File: config.mk
export PLATFORM = sky130hd
export DESIGN_NAME = seg_frame_latch
export DESIGN_NICKNAME = d
export VERILOG_FILES = /design/src/rtl/sfl_pkg.sv /design/src/rtl/sfl_input_sync.sv /design/src/rtl/sfl_shift_chain.sv /design/src/rtl/sfl_seg_latch.sv /design/src/rtl/seg_frame_latch.sv
export SDC_FILE = /design/constraint.sdc
export NUM_CORES = 1
export LEC_CHECK = 0
export CORE_MARGIN = 2
export CORE_UTILIZATION = 45
export DETAILED_ROUTE_END_ITERATION = 10
export PLACE_DENSITY_LB_ADDON = 0.1
export RECOVER_POWER = 100
export SLEW_MARGIN = 20
export SYNTH_ARGS = -nofsm -noshare
export SYNTH_HDL_FRONTEND = slang
export SYNTH_HIERARCHICAL = 1
export SYNTH_SLANG_ARGS = --single-unit
File: constraint.sdc
create_clock -name clk -period 1.65 [get_ports clk]
set_input_delay 0.4125 -clock clk [delete_from_list [all_inputs] [get_ports clk]]
set_output_delay 0.4125 -clock clk [all_outputs]
set_load 0.05 [all_outputs]
File: src/rtl/sfl_pkg.sv
package sfl_pkg;

    parameter int unsigned DEF_SEGS    = 35;
    parameter int unsigned SYNC_STAGES = 2;

    // Synchronised serial inputs plus edge events of the serial clock.
    typedef struct packed {
        logic lvl;
        logic rise;
        logic fall;
        logic dat;
        logic en;
    } ser_evt_t;

    function automatic int unsigned chain_len(input int unsigned segs);
        return segs + 1;
    endfunction

    function automatic int unsigned driven_segs(input int unsigned segs, input bit en_mode);
        return en_mode ? segs - 1 : segs;
    endfunction

endpackage

File: src/rtl/sfl_input_sync.sv
module sfl_input_sync
    import sfl_pkg::*;
#(
    parameter int unsigned STAGES = SYNC_STAGES
) (
    input  logic     clk,
    input  logic     rst,
    input  logic     ser_clk,
    input  logic     ser_data,
    input  logic     data_en,
    output ser_evt_t evt
);
    localparam int unsigned W = 3;

    logic [W-1:0] stg [STAGES];
    logic [W-1:0] synced;
    logic         clk_prev;

    always_ff @(posedge clk) begin
        if (rst) begin
            for (int i = 0; i < int'(STAGES); i++) stg[i] <= '0;
            clk_prev <= 1'b0;
        end else begin
            stg[0] <= {data_en, ser_data, ser_clk};
            for (int i = 1; i < int'(STAGES); i++) stg[i] <= stg[i-1];
            clk_prev <= synced[0];
        end
    end

    assign synced   = stg[STAGES-1];
    assign evt.lvl  = synced[0];
    assign evt.dat  = synced[1];
    assign evt.en   = synced[2];
    assign evt.rise = synced[0] & ~clk_prev;
    assign evt.fall = ~synced[0] & clk_prev;

endmodule

File: src/rtl/sfl_shift_chain.sv
module sfl_shift_chain #(
    parameter int unsigned LEN = 36
) (
    input  logic           clk,
    input  logic           rst,
    input  logic           shift,
    input  logic           din,
    input  logic           wipe,
    output logic [LEN-1:0] chain,
    output logic           full
);
    // Stage 0 holds the newest bit; the start marker arrives at LEN-1.
    always_ff @(posedge clk) begin
        if (rst) begin
            chain <= '0;
        end else if (shift) begin
            chain <= {chain[LEN-2:0], din};
        end else if (wipe && chain[LEN-1]) begin
            chain <= '0;
        end
    end

    assign full = chain[LEN-1];

endmodule

File: src/rtl/sfl_seg_latch.sv
module sfl_seg_latch #(
    parameter int unsigned SEGS   = 35,
    parameter int unsigned DRIVEN = 35
) (
    input  logic            clk,
    input  logic            rst,
    input  logic            load,
    input  logic [SEGS-1:0] payload,
    output logic [SEGS-1:0] seg
);
    for (genvar i = 0; i < int'(SEGS); i++) begin : g_bit
        if (i < int'(DRIVEN)) begin : g_drv
            logic bit_q;
            always_ff @(posedge clk) begin
                if (rst) begin
                    bit_q <= 1'b0;
                end else if (load && (payload[i] != bit_q)) begin
                    bit_q <= payload[i];
                end
            end
            assign seg[i] = bit_q;
        end else begin : g_off
            assign seg[i] = 1'b0;
        end
    end

endmodule

File: src/rtl/seg_frame_latch.sv
module seg_frame_latch
    import sfl_pkg::*;
#(
    parameter int unsigned SEGS        = DEF_SEGS,
    parameter bit          ENABLE_MODE = 1'b0
) (
    input  logic            clk,
    input  logic            rst,
    input  logic            ser_clk,
    input  logic            ser_data,
    input  logic            data_en,
    output logic [SEGS-1:0] seg_out,
    output logic            frame_done
);
    localparam int unsigned LEN    = chain_len(SEGS);
    localparam int unsigned DRIVEN = driven_segs(SEGS, ENABLE_MODE);

    ser_evt_t       evt;
    logic           sc_rise;
    logic           sc_fall;
    logic           en_s;
    logic           shift_en;
    logic           shift_d;
    logic           chain_full;
    logic           load;
    logic [LEN-1:0] chain_q;
    logic [SEGS-1:0] payload;

    sfl_input_sync #(.STAGES(SYNC_STAGES)) u_sync (
        .clk      (clk),
        .rst      (rst),
        .ser_clk  (ser_clk),
        .ser_data (ser_data),
        .data_en  (data_en),
        .evt      (evt)
    );

    assign sc_rise = evt.rise;
    assign sc_fall = evt.fall;
    assign en_s    = evt.en;

    if (ENABLE_MODE) begin : g_gate
        assign shift_en = sc_rise & en_s;
    end else begin : g_free
        assign shift_en = sc_rise;
    end

    sfl_shift_chain #(.LEN(LEN)) u_chain (
        .clk   (clk),
        .rst   (rst),
        .shift (shift_en),
        .din   (evt.dat),
        .wipe  (sc_fall),
        .chain (chain_q),
        .full  (chain_full)
    );

    // Payload bit 1 sits just below the start marker.
    for (genvar k = 0; k < int'(SEGS); k++) begin : g_map
        assign payload[k] = chain_q[SEGS-1-k];
    end

    always_ff @(posedge clk) begin
        if (rst) begin
            shift_d    <= 1'b0;
            frame_done <= 1'b0;
        end else begin
            shift_d    <= shift_en;
            frame_done <= load;
        end
    end

    // Load once, just after the shift that brought the start marker to the top,
    // qualified by the serial clock still being high.
    assign load = shift_d & chain_full & evt.lvl;

    sfl_seg_latch #(.SEGS(SEGS), .DRIVEN(DRIVEN)) u_latch (
        .clk     (clk),
        .rst     (rst),
        .load    (load),
        .payload (payload),
        .seg     (seg_out)
    );

endmodule

==> impl_metrics.toml <==
[finish]
nets = 329
postLayoutCoreUtil_pct = 48.6
syn2layout_area_growth_pct = 3.87
postLayoutCellArea_um2 = 3320
antenna_cells = 0
drive_gt1_share_pct = 18.5

[floorplanning]
initial_core_util_pct = 46.8
core_um2 = 6830
ioPinCount = 41
die_area_um2 = 7790
num_rows = 30
die_h_um = 88.3
die_w_um = 88.3

[status]
status = "finished, final reports clean"

[placement]
gp_congestion = 0.694
dp_hpwl_um = 2970
io_buffers = 39
place_area_um2 = 3340

[clock_network]
numClockSinks = 78
cts.hold.buffers_added = 0
post_cts_buffers = 0
cts.clk_slew.worst_paths_ns = 0.08
cts-buffers-inserted = 9
cts_htree_levels = 3
cts.repair.resized = 0
cts-root-buf = "clkbuf_8"
cts_tree = "yes"
clkLatencyLatePin_ns = 0.34
clock_path_buffers = 2

[synthesis]
syn-instance-count = 327
synthesis.area_um2 = 3200
ys_warn_count = 6
synth.avg_cell_area_um2 = 9.78
synth_nets = 332

[timing]
worst_pin_slew_ns = 1.01
clock_skew_ns = 0.0103
tns_ns = 0
grt_setup_unrepaired = "false"
slew_viol_final = 0
holdWs_ns = 0.305
max_freq_mhz = 706
slew_headroom_pct = 32.9
period_share_pct = 85.8
finalHoldViolations = 0
setup_viol_count_final = 0
period_needed_ns = 1.42

[power_and_ir_drop]
pwr-share-seq_pct = 58.9
leakage_nw = 1.17
ir_drop_uv = 516
report.power.total_mw = 3.21
p_per_area_nw_per_um2 = 966
swShare_pct = 22.1
intPower_mw = 2.50
switchingPower_mw = 0.711
clkPwrFrac_pct = 38.9
combPwrFrac_pct = 2.2

[critical_path]
crit_family = "flip-flops"
max_stage_delay_ns = 0.38
start_kind = "flop"
crit_arrival_ns = 1.00
crit_chain = "clkbuf_2"
path_buf_inv = 1
crit_type = "flop to output pin"
end_kind = "output pin"
crit_path_top_delay_cell = "dfxtp_1"
crit_fanout = 2
worstPathRequired_ns = 1.24

[detailed_routing]
drc = 0
drt-initial-drc-count = 106
antenna_left = 0
wire_per_inst_um = 11.6
drt_pass1_iterations = 4
vias = 1994
viasPerCell = 4.69
drt_wl_total_um = 4940

[global_routing]
gr-total-overflow = 0
antenna_found_initial = 0
grt_first_pass_wirelength_um = 8380
gr-usage-all-layers_pct = 14.0
grt_pass1_vias = 1850
grt_max_degree = 54

[flow_run]
cap_viol_max_count = 0

[worst_hold_path]
hold_path.class = "input port to flop"
[power by group through the flow]
stage	Sequential, mW	Clock, mW	Combinational (mW)
after CTS	1.89	1.31	0.0808
after floorplan	1.93	0	0.0689
after detailed placement	1.93	0	0.0803
after global placement	1.93	0	0.0813
after global routing	1.89	1.37	0.0799
final	1.89	1.25	0.0714
[path summary, 6_finish.rpt]
check                                                    from                            to  slack, ns  cells past startpoint
worst max-delay path            u_latch/g_bit[34].g_drv.bit_q                   seg_out[34]       0.23                      1
worst min-delay path                                      rst              u_sync/stg[0][3]       0.30                      2
worst max register to register               u_sync/stg[0][3]  u_latch/g_bit[3].g_drv.bit_q       0.35                      4
worst min register to register               u_sync/stg[0][0]              u_sync/stg[0][3]       0.44                      1
[per-stage QoR]
stage,worst slack [ns],cells
floorplan,0.433,327
global placement,0.400,409
detailed placement,0.385,409
CTS,0.299,425
global route,0.183,425
finish,0.235,425
[registers in the layout, summed over array words and instances, names as in the netlist]
signal                     cells
u_chain/chain                 36
u_latch/g_bit.g_drv.bit_q     35
u_sync/clk_prev                1
u_sync/stg                     4
frame_done                     1
shift_d                        1
[final cells by class]
type / count / area [µm²]
Clock buffer: 11 / 141
Clock inverter: 5 / 35.0
Fill cell: 710 / 3510
Multi-Input combinational cell: 189 / 1140
Sequential cell: 78 / 1560
Tap cell: 96 / 120
Timing Repair Buffer: 46 / 319
[per-layer routing]
layer / track usage (%) / up-vias / routed length, µm
met5: 0 / - / 0
met4: 6.61 / 0 / 46
met3: 4.85 / 4 / 217
met2: 21.5 / 41 / 2200
met1: 17.6 / 916 / 2480
li1: - / 1033 / -
[cell usage in the layout (no fill, tap or decap), types with 2 or more instances in the layout]
cell	instances
clkinv_4	2
buf_12	5
buf_4	2
nand3b_1	35
nor2_1	36
clkbuf_2	35
clkbuf_8	10
nand2_1	35
nor2b_1	7
mux2i_1	35
clkbuf_1	2
a21oi_1	36
dfxtp_1	78
clkinv_2	2
No activity file was read; power rests on OpenSTA's default activity.
